`config.mk`:
```
export PLATFORM = sky130hd
export DESIGN_NAME = carry_guess_adder
export DESIGN_NICKNAME = d
export VERILOG_FILES = /design/src/rtl/cga_pkg.sv /design/src/rtl/cga_slice.sv /design/src/rtl/cga_predictor.sv /design/src/rtl/carry_guess_adder.sv
export SDC_FILE = /design/constraint.sdc
export NUM_CORES = 1
export LEC_CHECK = 0
export ABC_AREA = 1
export BUFFER_PORTS_ARGS = -buffer_cell sky130_fd_sc_hd__clkbuf_2
export CAP_MARGIN = 10
export CORE_ASPECT_RATIO = 1.5
export CORE_UTILIZATION = 35
export CTS_CLUSTER_DIAMETER = 30
export CTS_CLUSTER_SIZE = 8
export DETAILED_ROUTE_END_ITERATION = 8
export PLACE_DENSITY_LB_ADDON = 0.05
export SYNTH_ARGS = -nofsm -noshare
export SYNTH_HDL_FRONTEND = slang
export SYNTH_SLANG_ARGS = --single-unit
```
`constraint.sdc`:
```
create_clock -name clk -period 3.7 [get_ports clk]
set_clock_uncertainty 0.1 [all_clocks]
set_input_delay 0.37 -clock clk [delete_from_list [all_inputs] [get_ports clk]]
set_output_delay 0.37 -clock clk [all_outputs]
set_load 0.05 [all_outputs]
```
`src/rtl/cga_pkg.sv`:
```
package cga_pkg;

  // Carry guess for the upper half: a pair of agreeing top bits in the lower
  // half fixes the carry outright; otherwise the stored prediction decides.
  function automatic logic pick_carry(input logic a_top, input logic b_top,
                                      input logic hybrid, input logic pred);
    if (hybrid && (a_top == b_top)) return a_top;
    return pred;
  endfunction

  // One full-adder bit: returns {carry, sum}.
  function automatic logic [1:0] fa_bit(input logic x, input logic y, input logic c);
    return {(x & y) | (c & (x ^ y)), x ^ y ^ c};
  endfunction

endpackage

```
`src/rtl/cga_slice.sv`:
```
module cga_slice #(
  parameter int W = 8
) (
  input  logic [W-1:0] a,
  input  logic [W-1:0] b,
  input  logic         cin,
  output logic [W-1:0] sum,
  output logic         cout
);
  import cga_pkg::*;

  logic [W:0] chain;
  assign chain[0] = cin;

  for (genvar i = 0; i < W; i++) begin : g_bit
    logic [1:0] r;
    assign r          = fa_bit(a[i], b[i], chain[i]);
    assign sum[i]     = r[0];
    assign chain[i+1] = r[1];
  end

  assign cout = chain[W];
endmodule

```
`src/rtl/cga_predictor.sv`:
```
module cga_predictor (
  input  logic clk,
  input  logic rst_n,
  input  logic upd_en,
  input  logic true_c,
  output logic pred_q,
  output logic pred_next
);
  // The stored value becomes the real carry this cycle when an operation resolves.
  assign pred_next = upd_en ? true_c : pred_q;

  always_ff @(posedge clk) begin
    if (!rst_n)                          pred_q <= 1'b0;
    else if (upd_en && (true_c != pred_q)) pred_q <= true_c;
  end
endmodule

```
`src/rtl/carry_guess_adder.sv`:
```
module carry_guess_adder #(
  parameter int WIDTH = 16
) (
  input  logic             clk,
  input  logic             rst_n,
  input  logic             hybrid_en,
  input  logic             in_valid,
  output logic             in_ready,
  input  logic [WIDTH-1:0] op_a,
  input  logic [WIDTH-1:0] op_b,
  output logic [WIDTH-1:0] sum_o,
  output logic             cout_o,
  output logic             done_o,
  output logic             miss_o
);
  import cga_pkg::*;

  localparam int H = WIDTH / 2;

  logic [WIDTH-1:0] a_q, b_q;
  logic             hyb_q, guess_q, busy_q, fix_q;
  logic [H-1:0]     lo_s, hi_s;
  logic             lo_c, hi_c;
  logic             pred_q, pred_next;

  // Named internal events
  logic accept, exec_miss, exec_hit, complete, guess_in;

  cga_slice #(.W(H)) u_lo (
    .a(a_q[H-1:0]), .b(b_q[H-1:0]), .cin(1'b0), .sum(lo_s), .cout(lo_c));

  cga_slice #(.W(H)) u_hi (
    .a(a_q[WIDTH-1:H]), .b(b_q[WIDTH-1:H]), .cin(guess_q), .sum(hi_s), .cout(hi_c));

  cga_predictor u_pred (
    .clk(clk), .rst_n(rst_n), .upd_en(busy_q), .true_c(lo_c),
    .pred_q(pred_q), .pred_next(pred_next));

  assign exec_miss = busy_q && (guess_q != lo_c);
  assign exec_hit  = busy_q && (guess_q == lo_c);
  assign in_ready  = !exec_miss;
  assign accept    = in_valid && in_ready;
  assign complete  = exec_hit || fix_q;
  assign guess_in  = pick_carry(op_a[H-1], op_b[H-1], hybrid_en, pred_next);

  always_ff @(posedge clk) begin
    if (!rst_n) begin
      a_q <= '0; b_q <= '0; hyb_q <= 1'b0; guess_q <= 1'b0;
      busy_q <= 1'b0; fix_q <= 1'b0;
      sum_o <= '0; cout_o <= 1'b0; done_o <= 1'b0; miss_o <= 1'b0;
    end else begin
      busy_q <= accept;
      fix_q  <= exec_miss;
      done_o <= complete;
      miss_o <= exec_miss;
      if (accept) begin
        a_q   <= op_a;
        b_q   <= op_b;
        hyb_q <= hybrid_en;
      end
      if (exec_miss)   guess_q <= lo_c;
      else if (accept) guess_q <= guess_in;
      if (complete) begin
        sum_o  <= {hi_s, lo_s};
        cout_o <= hi_c;
      end
    end
  end

  // A miss is always followed by the corrected result.
  p_miss_then_done_r4: assert property (@(posedge clk) disable iff (!rst_n)
    miss_o |=> (done_o && !miss_o));

  // A miss cycle was preceded by a refused cycle.
  p_miss_blocked_r4: assert property (@(posedge clk) disable iff (!rst_n)
    miss_o |-> $past(!in_ready));

  p_flags_apart_r8: assert property (@(posedge clk) disable iff (!rst_n)
    !(done_o && miss_o));

  // Agreeing top bits in hybrid mode give a certain carry.
  p_hybrid_sure_r6: assert property (@(posedge clk) disable iff (!rst_n)
    (busy_q && hyb_q && (a_q[H-1] == b_q[H-1])) |-> (guess_q == lo_c));

  p_hit_latency_r3: assert property (@(posedge clk) disable iff (!rst_n)
    exec_hit |=> (done_o && !miss_o));

  p_idle_pred_r5: assert property (@(posedge clk) disable iff (!rst_n)
    !busy_q |=> $stable(pred_q));
endmodule

```
==> results of run 1 <==
## cells by family (layout without fill, tap and decap cells)
group / after synthesis / after routing / share of synthesized area [%]
flops: 54 / 54 / 37.8
buf+inv: 95 / 174 / 14.1
fa+ha+maj: 16 / 16 / 10.9
compound gates: 54 / 54 / 13.1
simple gates: 162 / 162 / 24.0
## timing repair
item                       4_1_cts  5_1_grt
setup endpoints to repair       53       54
pin swaps                        7       10
cloned                           6        1
setup buffers                   12        2
gates resized for setup         51       18
## metrics by stage
stage	std cells	power, uW	area [um2]	worst slack (ns)
floorplan	381	924	2880	-0.0822
global placement	537	1020	3360	-0.129
detailed placement	537	1020	3360	-0.144
CTS	562	1560	3960	-0.382
global route	565	1650	4090	-0.461
finish	565	1550	4090	-0.340
## critical path, cell delays in order (launching register included)
cell and delay, ns:
dfxtp_2 0.34, ha_4 0.15, fa_2 0.33, fa_2 0.34, fa_2 0.34, fa_2 0.35, fa_2 0.34, inv_2 0.06
fa_1 0.15, inv_1 0.05, fa_2 0.36, inv_2 0.08, nand2_2 0.06, nand3_4 0.10, buf_12 0.11, buf_12 0.12
## metal layers
layer / routed length [um] / vias to the layer above / global-route usage, %
met3: 219 / 7 / 3.32
met1: 3290 / 1164 / 23.9
met5: 0 / - / 0
met4: 99 / 0 / 6.30
li1: - / 1328 / -
met2: 3150 / 46 / 26.1
## power by group
part           switching, uW  internal [uW]
sequential              37.3            631
combinational            242            186
clock                    212            245
## synthesized netlist by cell type, drive strengths merged
| cell | instances |
|---|---|
| a21oi | 52 |
| buf | 16 |
| clkbuf | 10 |
| clkinv | 1 |
| dfxtp | 54 |
| fa | 15 |
| ha | 1 |
| inv | 68 |
| nand2 | 57 |
| nand3 | 55 |
| nor2 | 50 |
| o21ai | 2 |
## state kept, by name (all words and copies together) (netlist names)
| signal | cells |
|---|---|
| b_q | 16 |
| done_o | 1 |
| a_q | 16 |
| sum_o | 16 |
| fix_q | 1 |
| u_pred.pred_q | 1 |
| busy_q | 1 |
| cout_o | 1 |
| guess_q | 1 |
## layout make-up
class	instances	area, um2
clock buffers	5	125
clock inverters	2	10.0
fillers	786	3870
inverters	69	259
multi-input cells	232	1540
flip-flops and latches	54	1080
well taps	105	131
repair buffers	98	938
## how the worst max path moves through the flow
stage	end	slack, ns	depth (start not counted)
floorplan	in_ready	-0.08	15
global placement	in_ready	-0.13	14
detailed placement	in_ready	-0.14	14
CTS	in_ready	-0.38	15
global route	sum_o[15]	-0.46	19
finish	in_ready	-0.34	15
==> results.py, run 1 <==
metrics = {
    "status": {
        "run_status": "complete, but fails checks",
        "violations": "setup timing",
    },
    "layout": {
        "layout-area-overhead-vs-synth_pct": 43.1,
        "final_cell_mix": "inv_1, nand2_1, clkbuf_2",
        "n_antenna_cell": 0,
        "nets": 512,
        "mostFrequentLayoutCell": "inv_1",
        "layout-drive-gt1-share_pct": 38.0,
        "fin_util_pct": 51.4,
    },
    "floorplanning": {
        "die_w_um": 75.8,
        "start_util_pct": 35.9,
        "die_area_um2": 8540,
        "rows": 40,
        "core-area_um2": 7960,
        "pin_count": 56,
        "die-height_um": 113,
    },
    "route": {
        "drt_iter0_markers": 71,
        "avgRoutedWirePerCell_um": 12.0,
        "ant_nets": 0,
        "drc": 0,
        "totalWireLength_mm": 6.76,
        "first_pass_iters": 4,
        "viasPerCell": 4.50,
        "num_vias": 2545,
    },
    "power": {
        "ir_drop_uv": 206,
        "power.density_nw_per_um2": 380,
        "p_leak_uw": 0.00207,
    },
    "logic_synthesis": {
        "synth_fp_nets": 433,
        "synthCells": 381,
        "avgSynthCellArea_um2": 7.50,
        "netlist_area_um2": 2860,
        "synth_seq_cells": 54,
        "yosys_warnings": 0,
        "synthTopCellsByArea": "dfxtp_1, fa_1, nand3_1",
        "synth_top_area_cell": "dfxtp_1",
        "yosysTopAreaCellShare_pct": 37.8,
        "synth_seq_area_share_pct": 37.8,
        "yosysUniqueCellTypes": 16,
    },
    "cts": {
        "cts_hold_buf": 0,
        "clkSinkCount": 54,
        "cts-htree-levels": 2,
        "cts_buffers": 5,
        "ctsRootBufferMaster": "clkbuf_16",
        "clk_pin_slew_ns": 0.07,
        "cts_tree": "done",
        "clk_path_buf_depth": 2,
        "clock_latency_ns": 0.30,
    },
    "setup_path": {
        "reg2reg_from": "a_q[0]",
        "path_class": "flip-flop to primary output",
        "ff2ff_setup_slack_ns": -0.29,
        "start_kind": "flip-flop",
        "worstPathArrival_ns": 3.57,
        "r2r_cells": 19,
        "r2r_end": "sum_o[15]",
        "cp-startpoint": "a_q[0]",
        "cp.required_ns": 3.23,
        "crit_path_end_kind": "primary output",
        "crit_fanout": 3,
    },
    "grt": {
        "overflow": 0,
        "grt_use_total_pct": 17.2,
        "grt_pass1_wl_mm": 11.0,
        "antenna_found_initial": 0,
        "grt_max_degree": 36,
        "grt_pass1_vias": 2300,
    },
    "sta": {
        "hold_viol_final": 0,
        "setup_slack_ns": -0.340,
        "post-route-period-util_pct": 109,
        "tns_ns": -10.72,
        "fin_crit_ns": 4.04,
        "finalSetupViolations": 54,
        "tightest_slew_ns": 0.910,
        "grt_setup_unrepaired": "yes",
        "drv_slew": 0,
        "timing.hold.ws_ns": 0.272,
        "slew_headroom_pct": 39.3,
        "max_freq_mhz": 248,
    },
    "worst_hold_path": {
        "min_path_type": "primary input to flip-flop",
        "min_to": "b_q[8]",
        "min_from": "op_b[8]",
        "holdPathStages": 5,
    },
    "placement": {
        "gp_congestion": 0.704,
        "dpl.hpwl_mm": 4.15,
        "io_buffer_count": 55,
    },
    "flow_run": {
        "cap_viol_max_count": 0,
    },
}
Note: power is estimated with default switching activity, not from simulation.
==> run 2: changes to the inputs <==
Settings changed: MAX_ROUTING_LAYER set to met4, SKIP_CTS_REPAIR_TIMING set to 1.
Clock period 3.7 ns to 5.1 ns, I/O delays scaled along.
==> run 2 against run 1 <==
The run now ends clean. Clock power fell by 24%. Flip-flop and latch count stayed put. Final cell count fell by 6.9%. Wire length shrank 15%. Total power fell by 32%. Die area stayed put. Setup slack improved by 0.86 ns. Critical path type unchanged. Combinational power shrank 46%. Critical endpoint unchanged. First-iteration DRC count rose by 72%. Hold slack better by 0.11 ns. Count of clock-buffer cells in the layout increased by 1.
==> results.py, run 2 (synthesis results as in run 1) <==
metrics = {
    "route": {
        "num_vias": 2363,
        "totalWireLength_mm": 5.77,
        "ant_nets": 0,
        "first_pass_iters": 4,
        "viasPerCell": 4.49,
        "avgRoutedWirePerCell_um": 11.0,
        "drt_iter0_markers": 122,
        "drc": 0,
    },
    "cts": {
        "ctsRootBufferMaster": "clkbuf_16",
        "clkSinkCount": 54,
        "clock_latency_ns": 0.29,
        "cts_buffers": 5,
        "clk_path_buf_depth": 2,
        "clk_pin_slew_ns": 0.07,
        "cts-htree-levels": 2,
        "cts_tree": "done",
    },
    "layout": {
        "final_cell_mix": "inv_1, nand2_1, clkbuf_2",
        "layout-drive-gt1-share_pct": 23.0,
        "reg.largest.list": "a_q: 16 flops, b_q: 16 flops, sum_o: 16 flops",
        "mostFrequentLayoutCell": "inv_1",
        "layout-area-overhead-vs-synth_pct": 15.8,
        "n_antenna_cell": 0,
        "nets": 472,
    },
    "sta": {
        "fin_crit_ns": 4.58,
        "slew_headroom_pct": 26.9,
        "setup_slack_ns": 0.519,
        "tightest_slew_ns": 1.10,
        "grt_setup_unrepaired": "no",
        "finalSetupViolations": 0,
        "max_freq_mhz": 218,
        "hold_viol_final": 0,
        "tns_ns": 0,
        "drv_slew": 0,
        "post-route-period-util_pct": 89.8,
    },
    "setup_path": {
        "crit_path_end_kind": "primary output",
        "worstPathArrival_ns": 3.97,
        "crit_end": "in_ready",
        "reg2reg_from": "a_q[0]",
        "path_class": "flip-flop to primary output",
        "cp-startpoint": "a_q[0]",
        "ff2ff_setup_slack_ns": 0.90,
        "r2r_cells": 16,
        "r2r_end": "guess_q",
        "start_kind": "flip-flop",
        "cp.required_ns": 4.49,
        "crit_fanout": 4,
    },
    "status": {
        "run_status": "completed",
    },
    "floorplanning": {
        "die-height_um": 113,
        "pin_count": 56,
        "core-area_um2": 7960,
        "start_util_pct": 35.9,
        "die_area_um2": 8540,
        "die_w_um": 75.8,
        "rows": 40,
    },
    "grt": {
        "antenna_found_initial": 0,
        "grt_pass1_vias": 2092,
        "grt_use_total_pct": 15.1,
        "overflow": 0,
        "grt_pass1_wl_mm": 9.72,
        "grt_max_degree": 67,
    },
    "placement": {
        "gp_congestion": 0.712,
        "io_buffer_count": 55,
        "dp_slack_ns": 0.802,
        "dpl.hpwl_mm": 3.87,
    },
    "power": {
        "ir_drop_uv": 123,
        "p_leak_uw": 0.00172,
        "power.density_nw_per_um2": 321,
    },
    "worst_hold_path": {
        "min_path_type": "flip-flop to flip-flop",
    },
    "flow_run": {
        "cap_viol_max_count": 0,
    },
}
[run 2: through the flow]
| step | power (uW) | hold slack, ns | instance area [um2] | util, % | instances |
|---|---|---|---|---|---|
| detailed placement | 727 | 0.366 | 3160 | 39.7 | 518 |
| CTS | 1080 | 0.377 | 3310 | 41.6 | 526 |
| finish | 1060 | 0.377 | 3310 | 41.6 | 526 |
| floorplan | 669 | 0.347 | 2860 | - | 381 |
| global route | 1130 | 0.408 | 3310 | 41.6 | 526 |
| global placement | 724 | 0.359 | 3160 | 39.7 | 518 |
[run 2: area by class of cell]
type	instances	area [um2]
Sequential cell	54	1080
Inverter	69	259
Tap cell	105	131
Clock inverter	2	12.5
Multi-Input combinational cell	232	1380
Fill cell	880	4650
Clock buffer	6	139
Timing Repair Buffer	58	310
[run 2: how the worst min path moves through the flow]
stage	end	cells after the start	start
floorplan	u_pred.pred_q	2	u_pred.pred_q
detailed placement	u_pred.pred_q	2	u_pred.pred_q
finish	u_pred.pred_q	2	u_pred.pred_q
global route	b_q[8]	2	b_q[8]
global placement	u_pred.pred_q	2	u_pred.pred_q
CTS	u_pred.pred_q	2	u_pred.pred_q
[run 2: routing by layer]
layer | track usage [%] | vias to the layer above | wire [um]
met5 | - | - | 0
met4 | 4.81 | 0 | 80
met3 | 3.32 | 6 | 169
met2 | 21.9 | 36 | 2580
met1 | 20.7 | 1076 | 2950
li1 | - | 1245 | -
[run 2: worst max-delay path: stages, from the launching register on]
cell	delay, ns
dfxtp_1	0.32
ha_1	0.21
fa_1	0.38
fa_1	0.39
fa_1	0.39
fa_1	0.39
fa_1	0.36
inv_1	0.07
fa_1	0.16
inv_1	0.05
fa_1	0.41
inv_1	0.10
nand2_1	0.06
nand3_2	0.09
clkbuf_2	0.30
[run 2: power breakdown]
group          switching (uW)  internal (uW)
combinational             149           80.5
clock                     154            195
sequential               25.4            457
